$ cat src/rtl/pbu_pkg.sv
package pbu_pkg;
  typedef enum logic [1:0] {
    GRP_SHIFT = 2'd0,
    GRP_TEST  = 2'd1,
    GRP_CLR   = 2'd2,
    GRP_SET   = 2'd3
  } grp_e;

  typedef enum logic [2:0] {
    SH_ROL_C  = 3'd0,
    SH_ROR_C  = 3'd1,
    SH_ROL_T  = 3'd2,
    SH_ROR_T  = 3'd3,
    SH_SHL    = 3'd4,
    SH_SHR_A  = 3'd5,
    SH_SWAP   = 3'd6,
    SH_SHR_L  = 3'd7
  } sh_e;

  typedef struct packed {
    logic z;
    logic n;
    logic h;
    logic c;
  } flags_t;
endpackage

$ cat src/rtl/pbu_shift.sv
module pbu_shift
  import pbu_pkg::*;
#(
  parameter int DATA_W = 8
) (
  input  sh_e               sel_i,
  input  logic [DATA_W-1:0] opnd_i,
  input  logic              carry_i,
  output logic [DATA_W-1:0] res_o,
  output logic              carry_o
);
  localparam int HALF = DATA_W / 2;
  localparam int MSB  = DATA_W - 1;

  always_comb begin
    res_o   = opnd_i;
    carry_o = 1'b0;
    unique case (sel_i)
      SH_ROL_C: begin
        res_o   = {opnd_i[MSB-1:0], opnd_i[MSB]};
        carry_o = opnd_i[MSB];
      end
      SH_ROR_C: begin
        res_o   = {opnd_i[0], opnd_i[MSB:1]};
        carry_o = opnd_i[0];
      end
      SH_ROL_T: begin
        res_o   = {opnd_i[MSB-1:0], carry_i};
        carry_o = opnd_i[MSB];
      end
      SH_ROR_T: begin
        res_o   = {carry_i, opnd_i[MSB:1]};
        carry_o = opnd_i[0];
      end
      SH_SHL: begin
        res_o   = {opnd_i[MSB-1:0], 1'b0};
        carry_o = opnd_i[MSB];
      end
      SH_SHR_A: begin
        res_o   = {opnd_i[MSB], opnd_i[MSB:1]};
        carry_o = opnd_i[0];
      end
      SH_SWAP: begin
        res_o   = {opnd_i[HALF-1:0], opnd_i[MSB:HALF]};
        carry_o = 1'b0;
      end
      SH_SHR_L: begin
        res_o   = {1'b0, opnd_i[MSB:1]};
        carry_o = opnd_i[0];
      end
      default: ;
    endcase
  end

  always_comb begin
    if (sel_i == SH_SWAP) p_swap_no_carry_r5: assert (!carry_o);
  end
endmodule

$ cat src/rtl/pbu_bit.sv
module pbu_bit
  import pbu_pkg::*;
#(
  parameter int DATA_W = 8,
  parameter int IDX_W  = $clog2(DATA_W)
) (
  input  grp_e              grp_i,
  input  logic [IDX_W-1:0]  idx_i,
  input  logic [DATA_W-1:0] opnd_i,
  output logic [DATA_W-1:0] res_o,
  output logic              bit_o
);
  logic [DATA_W-1:0] mask;

  for (genvar i = 0; i < DATA_W; i++) begin : g_mask
    assign mask[i] = (idx_i == IDX_W'(i));
  end

  assign bit_o = |(opnd_i & mask);

  always_comb begin
    unique case (grp_i)
      GRP_CLR: res_o = opnd_i & ~mask;
      GRP_SET: res_o = opnd_i | mask;
      default: res_o = opnd_i;
    endcase
  end

  always_comb begin
    p_mask_onehot_r8: assert ($onehot0(mask));
    if (grp_i == GRP_CLR || grp_i == GRP_SET)
      p_one_bit_r8: assert ($countones(res_o ^ opnd_i) <= 1);
  end
endmodule

$ cat src/rtl/pbu_cycles.sv
module pbu_cycles #(
  parameter int SRC_W    = 3,
  parameter int MEM_CODE = 6,
  parameter int BASE_CYC = 2,
  parameter int MEM_CYC  = 2,
  parameter int CYC_W    = 3
) (
  input  logic [SRC_W-1:0] src_i,
  output logic [CYC_W-1:0] mcyc_o
);
  logic is_mem;

  assign is_mem = (src_i == SRC_W'(MEM_CODE));
  assign mcyc_o = is_mem ? CYC_W'(BASE_CYC + MEM_CYC) : CYC_W'(BASE_CYC);

  always_comb begin
    p_cyc_range_r10: assert (mcyc_o == CYC_W'(BASE_CYC) || mcyc_o == CYC_W'(BASE_CYC + MEM_CYC));
  end
endmodule

$ cat src/rtl/pbu_top.sv
module pbu_top
  import pbu_pkg::*;
#(
  parameter int DATA_W   = 8,
  parameter int CYC_W    = 3,
  parameter int BASE_CYC = 2,
  parameter int MEM_CYC  = 2,
  parameter int MEM_CODE = 6
) (
  input  logic [7:0]        op_i,
  input  logic [DATA_W-1:0] opnd_i,
  input  logic [3:0]        flags_i,
  output logic [DATA_W-1:0] res_o,
  output logic [3:0]        flags_o,
  output logic              wr_en_o,
  output logic [CYC_W-1:0]  mcyc_o
);
  localparam int IDX_W = $clog2(DATA_W);
  localparam int SRC_W = 3;

  grp_e              grp;
  sh_e               sh_sel;
  logic [IDX_W-1:0]  idx;
  logic [SRC_W-1:0]  src;
  flags_t            f_in, f_out;
  logic [DATA_W-1:0] sh_res, bit_res;
  logic              sh_carry, sel_bit;

  // field split
  assign grp    = grp_e'(op_i[7:6]);
  assign sh_sel = sh_e'(op_i[5:3]);
  assign idx    = IDX_W'(op_i[5:3]);
  assign src    = op_i[2:0];
  assign f_in   = flags_t'(flags_i);

  pbu_shift #(.DATA_W(DATA_W)) u_shift (
    .sel_i   (sh_sel),
    .opnd_i  (opnd_i),
    .carry_i (f_in.c),
    .res_o   (sh_res),
    .carry_o (sh_carry)
  );

  pbu_bit #(.DATA_W(DATA_W), .IDX_W(IDX_W)) u_bit (
    .grp_i  (grp),
    .idx_i  (idx),
    .opnd_i (opnd_i),
    .res_o  (bit_res),
    .bit_o  (sel_bit)
  );

  pbu_cycles #(
    .SRC_W(SRC_W), .MEM_CODE(MEM_CODE), .BASE_CYC(BASE_CYC),
    .MEM_CYC(MEM_CYC), .CYC_W(CYC_W)
  ) u_cyc (
    .src_i  (src),
    .mcyc_o (mcyc_o)
  );

  always_comb begin
    f_out = f_in;
    res_o = bit_res;
    unique case (grp)
      GRP_SHIFT: begin
        res_o   = sh_res;
        f_out.z = (sh_res == '0);
        f_out.n = 1'b0;
        f_out.h = 1'b0;
        f_out.c = sh_carry;
      end
      GRP_TEST: begin
        res_o   = opnd_i;
        f_out.z = ~sel_bit;
        f_out.n = 1'b0;
        f_out.h = 1'b1;
      end
      default: ;
    endcase
  end

  assign flags_o = f_out;
  assign wr_en_o = (grp != GRP_TEST);

  always_comb begin
    if (grp == GRP_SHIFT)
      p_shift_flags_r6: assert (flags_o[2:1] == 2'b00 && flags_o[3] == (res_o == '0));
    if (grp == GRP_TEST)
      p_test_no_wb_r7: assert (!wr_en_o && res_o == opnd_i && flags_o[0] == flags_i[0] && flags_o[1]);
    if (grp == GRP_CLR || grp == GRP_SET)
      p_flags_kept_r8: assert (flags_o == flags_i);
    p_wb_groups_r9: assert (wr_en_o == (op_i[7:6] != 2'b01));
  end
endmodule

$ cat config.mk
export PLATFORM = sky130hd
export DESIGN_NAME = pbu_top
export DESIGN_NICKNAME = d
export VERILOG_FILES = /design/src/rtl/pbu_pkg.sv /design/src/rtl/pbu_shift.sv /design/src/rtl/pbu_bit.sv /design/src/rtl/pbu_cycles.sv /design/src/rtl/pbu_top.sv
export SDC_FILE = /design/constraint.sdc
export NUM_CORES = 1
export LEC_CHECK = 0
export ABC_CLOCK_PERIOD_IN_PS = 1200
export BUFFER_PORTS_ARGS = -buffer_cell sky130_fd_sc_hd__clkbuf_2
export CAP_MARGIN = 20
export CORE_ASPECT_RATIO = 0.8
export CORE_UTILIZATION = 45
export DETAILED_ROUTE_END_ITERATION = 8
export GPL_ROUTABILITY_DRIVEN = 1
export MAX_ROUTING_LAYER = met4
export PLACE_DENSITY = 0.81
export SYNTH_ARGS = -nofsm -noshare
export SYNTH_HDL_FRONTEND = slang
export SYNTH_HIERARCHICAL = 1
export SYNTH_SLANG_ARGS = --single-unit
$ cat constraint.sdc
create_clock -name vclk -period 1.2
set_input_delay 0.06 -clock vclk [all_inputs]
set_output_delay 0.06 -clock vclk [all_outputs]
set_load 0.05 [all_outputs]
==> results of run 1 <==
==> logic make-up after synthesis <==
logic type      after synthesis  share of synthesized area
simple gates                 39                      0.299
other cells                   1                    0.00479
compound gates               19                      0.137
mux                          30                      0.454
buf+inv                      10                      0.105
==> synthesized netlist by cell type <==
library cell,number
nand3_1,1
o211ai_1,1
conb_1,1
nand4b_1,3
and2_1,1
nor2_4,1
nor4_1,1
o21ai_0,16
nor4b_1,1
and4bb_2,3
and3b_1,1
mux2_2,10
o21a_1,1
mux4_1,2
nor2_1,2
mux2_4,2
nand4_1,2
o211ai_2,1
nand2b_1,1
buf_4,2
mux2i_1,16
buf_6,5
clkbuf_1,3
nand2_4,1
nand2_1,19
nand3b_1,2
==> worst paths after layout <==
path              startpoint          to  slack (ns)  cells after the start
setup / recovery     op_i[5]  flags_o[3]       -0.47                      9
hold / removal    flags_i[3]  flags_o[3]        0.52                      4
==> area by class of cell <==
cell class | count | area, µm²
multi-input cells | 89 | 826
well taps | 22 | 27.5
repair buffers | 65 | 591
fillers | 73 | 183
==> cells in the final DEF (no fill, tap or decap), types with 2 or more instances in the layout <==
cell type / instances
clkbuf_2: 22
and4bb_2: 3
nand3b_1: 2
mux4_2: 2
o21ai_1: 5
mux2_4: 3
buf_2: 2
mux2i_2: 2
o21ai_2: 3
buf_12: 2
nand2_1: 13
o21ai_4: 5
buf_6: 3
buf_8: 8
nand4b_1: 3
nand4_1: 2
o21ai_0: 3
mux2i_1: 14
buf_4: 23
nor2_1: 2
clkbuf_16: 2
mux2_2: 9
nand2_2: 6
==> where the power goes <==
part | internal (mW) | switching, mW | leakage [nW]
Combinational | 0.350 | 0.444 | 0.685
Clock | 0 | 0 | 0
Sequential | 0 | 0 | 0
Total | 0.350 | 0.444 | 0.685
==> metrics by stage <==
stage / TNS, ns / instances / hold WS, ns
after floorplan: -0.168 / 99 / 0.344
after global placement: -2.18 / 170 / 0.496
after detailed placement: -2.55 / 170 / 0.510
after CTS: -1.32 / 174 / 0.510
after global routing: -2.73 / 176 / 0.528
final: -2.58 / 176 / 0.523
==> timing repair <==
item / 4_1_cts / 5_1_grt
endpoints found under the setup margin: 9 / 10
pin swaps: 7 / 6
setup buffers: 2 / 2
cloned: 2 / 0
gates resized for setup: 40 / 13
==> per-layer routing <==
metal  vias to the layer above  global-route usage
met5                         -                   -
met4                         0               0.228
met3                        39              0.0504
met2                       123               0.656
met1                       512               0.391
li1                        479                   -
==> results by group, run 1 <==
STA
  • Unrepaired setup endpoints after global routing: true
  • Final period util: 1.39
  • Pins Over Slew Limit: 0
  • Hold Fails Final Rpt: 0
  • Max Fclk: 0.600 GHz
  • Min Tclk post-route: 1.67 ns
  • Final WS setup: -0.466 ns
  • Final setup violation count: 9

Critical path
  • Critical Path Fanout Max: 7
  • CP arrival: 1.61 ns
  • Critical path buffers and inverters: 3
  • Cell-by-cell trace of the critical path: clkbuf_16 > nand2_8 > buf_4 > mux2i_1 > o21ai_0 > nor2_1 > nand4_1 > o211ai_4 > buf_8
  • Top delay family on crit path: simple AND/OR/NAND/NOR gates
  • Crit end category: output port
  • Critical-path top delay cell: mux2i_1
  • WS Path Type: in2out
  • Critical path required time: 1.14 ns
  • Worst Setup Start Kind: primary input
  • Max incr delay on CP: 0.29 ns

Synthesis
  • Syn Inst Count: 99
  • Area share of the largest cell type after synthesis: 0.204
  • Avg Inst Size Synth: 7.91 µm²
  • Netlist cell types: 26
  • YS warnings: 6
  • Sequential share of the synthesized area: 0
  • Cell taking the most area after synthesis: mux2i_1
  • Syn nets: 119
  • Top cells by area, synth: mux2i_1, mux2_2, o21ai_0
  • Synthesized area: 783 µm²

CTS
  • CTS hold repair buffers: 0

Detailed routing
  • First-pass DRT Iterations: 4
  • Uppermost layer routed: met4
  • Met2 WL post-DR: 1.80 mm
  • Vias: 1,153
  • Routed wl met3: 401 µm
  • WL/cell: 22.3 µm
  • WL final: 3.93 mm
  • DRT iter0 DRCs: 61
  • Via density: 6.55
  • Met1 WL: 1.41 mm
  • Post-route DRC: 0
  • Post-route ant nets: 0

Finish
  • Layout Utilization: 0.888
  • Area Growth Syn to Fin: 84.3%
  • Total Nets Final: 176
  • Share of layout cells above drive strength 1: 0.669
  • Seq cells: 0
  • Final Cell Area: 1440 µm²
  • Register Area: 0 µm²
  • CLK BUF: 0
  • Diodes inserted: 0

Floorplanning
  • Die height: 39.3 µm
  • Core Rows: 13
  • Ports: 36
  • Starting Density: 0.482
  • Core area: 1630 µm²
  • Width of the die: 48.6 µm
  • Die area: 1910 µm²

Place
  • Post-DP Area: 1170 µm²
  • Port Buf Inserts: 35
  • HPWL Detailed: 1.96 mm
  • Worst slack at placement: -0.508 ns
  • Gpl congestion: 0.973

Power
  • IR drop worst, VDD: 0.000382 V
  • Final total power: 793 µW
  • Leakage: 0.685 nW
  • Power per cell area: 550 nW/µm²

Global routing
  • Tot GR Track Use: 0.361
  • First-pass GRT wire length: 4.98 mm
  • Initial antenna violation count: 0
  • Total gr overflow: 0
  • Vias in the first global route: 1,027
  • Pin count of the biggest net entering global routing: 19

Hold path
  • Hold WC Path Type: in2out

Status
  • Status: finished, violations left
  • Failing checks: setup timing

Run
  • # Max-Cap Violations: 0
Note: power is estimated with default switching activity, not from simulation.
==> run 2: changes to the inputs <==
--- a/config.mk
+++ b/config.mk
@@ -6,7 +6,7 @@
 export NUM_CORES = 1
 export LEC_CHECK = 0
 export ABC_CLOCK_PERIOD_IN_PS = 1200
-export BUFFER_PORTS_ARGS = -buffer_cell sky130_fd_sc_hd__clkbuf_2
+export BUFFER_PORTS_ARGS = -buffer_cell sky130_fd_sc_hd__buf_2
 export CAP_MARGIN = 20
 export CORE_ASPECT_RATIO = 0.8
 export CORE_UTILIZATION = 45
==> run 2 against run 1 <==
Against the previous run:
- the run still ends with setup timing left
- maximum frequency grew 7.4%
- setup slack gained 0.11 ns
- hold slack gained 0.010 ns
- via count grew 2.3%
- utilization grew 4.4 points
- largest cell class unchanged
==> results by group, run 2 (synthesis gave the netlist of run 1 again) <==
STA
  • Hold Fails Final Rpt: 0 (unchanged)
  • Pins Over Slew Limit: 0 (unchanged)
  • Final setup violation count: 9 (unchanged)
  • Min Tclk post-route: 1.55 ns (-0.114 ns)
  • Final WS setup: -0.352 ns (+0.114 ns)
  • Unrepaired setup endpoints after global routing: true
  • Final period util: 1.29 (-0.0952)
  • Max Fclk: 0.644 GHz (+7.4%)

Global routing
  • Tot GR Track Use: 0.299 (-0.0618)
  • Total gr overflow: 0 (unchanged)
  • Pin count of the biggest net entering global routing: 19 (unchanged)
  • Vias in the first global route: 912 (-11%)
  • Initial antenna violation count: 0 (unchanged)
  • First-pass GRT wire length: 4.23 mm (-15%)

Detailed routing
  • Post-route ant nets: 0 (unchanged)
  • First-pass DRT Iterations: 4 (unchanged)
  • WL/cell: 22.1 µm (-0.77%)
  • WL final: 3.96 mm (+0.92%)
  • Via density: 6.59 (+0.54%)
  • Uppermost layer routed: met4
  • Met2 WL post-DR: 1.96 mm (+9.3%)
  • DRT iter0 DRCs: 63 (+3.3%)
  • Post-route DRC: 0 (unchanged)
  • Vias: 1,179 (+2.3%)
  • Routed wl met3: 324 µm (-19%)
  • Met1 WL: 1.48 mm (+5.1%)

Power
  • Power per cell area: 539 nW/µm² (-1.8%)
  • Final total power: 817 µW (+3.0%)
  • Leakage: 0.708 nW (+3.4%)
  • IR drop worst, VDD: 0.000391 V (+2.4%)

Status
  • Failing checks: setup timing
  • Status: finished, violations left

Critical path
  • Worst Setup Start Kind: primary input
  • Critical path required time: 1.14 ns (about the same)
  • WS Path Type: in2out
  • Critical Path Fanout Max: 4 (-3)
  • CP arrival: 1.49 ns (-0.12 ns)
  • Crit end category: output port

Finish
  • Layout Cells excl Fill: 179 (+1.7%)
  • Register Area: 0 µm² (unchanged)
  • Share of layout cells above drive strength 1: 0.707 (+0.0382)
  • Seq cells: 0 (unchanged)
  • Diodes inserted: 0 (unchanged)
  • Final Cell Area: 1520 µm² (+4.9%)
  • Total Nets Final: 179 (+1.7%)
  • Multi-input logic area: 887 µm² (+7.4%)
  • Area Growth Syn to Fin: 93.5%
  • Fillers: 55 (-25%)
  • Layout Utilization: 0.932 (+0.0438)
  • Commonest non-fill, non-tap cell in the layout: buf_2
  • Commonest cells after routing, fill and taps aside: buf_2, buf_4, buf_6
  • CLK BUF: 0 (unchanged)

Hold path
  • Hold EP: mcyc_o[1]
  • Hold Crit Depth: 3 (-1)
  • Hold Startpoint: op_i[1]
  • Hold WC Path Type: in2out

Floorplanning
  • Die height: 39.3 µm (unchanged)
  • Core Rows: 13 (unchanged)
  • Die area: 1910 µm² (unchanged)
  • Starting Density: 0.482 (unchanged)
  • Core area: 1630 µm² (unchanged)
  • Width of the die: 48.6 µm (unchanged)
  • Ports: 36 (unchanged)

Place
  • Worst slack at placement: -0.541 ns (-0.0328 ns)
  • DP Cell Count: 172 (+1.2%)
  • Post-DP Area: 1180 µm² (+1.1%)
  • Gpl congestion: 0.840 (-14%)
  • HPWL Detailed: 1.85 mm (-5.5%)
  • Port Buf Inserts: 35 (unchanged)

Run
  • # Max-Cap Violations: 0 (unchanged)

CTS
  • CTS hold repair buffers: 0 (unchanged)
[run 2: cell count changes in the layout (fill, tap and decap cells not counted), moves of 4 or more]
cell / change
clkbuf_2: -22
buf_2: +21
buf_6: +11
buf_8: -6
mux2_2: -4
mux2_4: +4
[run 2: worst max-delay path, cell delays in order]
cell      delay (ns)
buf_12          0.11
buf_12          0.12
buf_8           0.12
buf_6           0.11
nand3b_1        0.08
o211ai_1        0.10
o21a_1          0.15
nor2_1          0.15
nand4_1         0.18
o211ai_4        0.12
buf_6           0.18
[run 2: final cells by class]
type | instances | area share
timing repair buffer | 68 | 0.396
multi-input combinational | 89 | 0.585
tap | 22 | 0.0182
[run 2: per-stage QoR]
stage	setup TNS, ns	hold WS (ns)
after floorplan	-0.168	0.344
after global placement	-2.24	0.465
after detailed placement	-2.66	0.468
after CTS	-1.24	0.468
after global routing	-2.19	0.536
final	-1.99	0.533
[run 2: how the worst max path moves through the flow]
stage	startpoint	cells past startpoint	slack, ns	to
floorplan	op_i[5]	4	-0.14	flags_o[3]
global placement	op_i[5]	8	-0.47	flags_o[3]
detailed placement	op_i[5]	8	-0.54	flags_o[3]
CTS	op_i[5]	8	-0.23	flags_o[3]
global route	op_i[5]	9	-0.37	res_o[5]
finish	op_i[5]	11	-0.35	flags_o[3]
[run 2: timing repair]
item                                    CTS  global route
gates resized for setup                  37            31
buffers inserted                          3             3
endpoints found under the setup margin    9            10
pin swaps                                 6            10
endpoints found under the hold margin     0             0
cloned                                    0             1
[run 2: routing by layer]
metal,GRT usage,up-vias
li1,-,491
met1,0.338,564
met2,0.601,97
met3,0.0233,27
met4,0.0588,0
met5,-,-
[run 2: power breakdown]
part,total (mW),switching (mW),internal (mW)
registers,0,0,0
logic,0.817,0.460,0.357
clock network,0,0,0
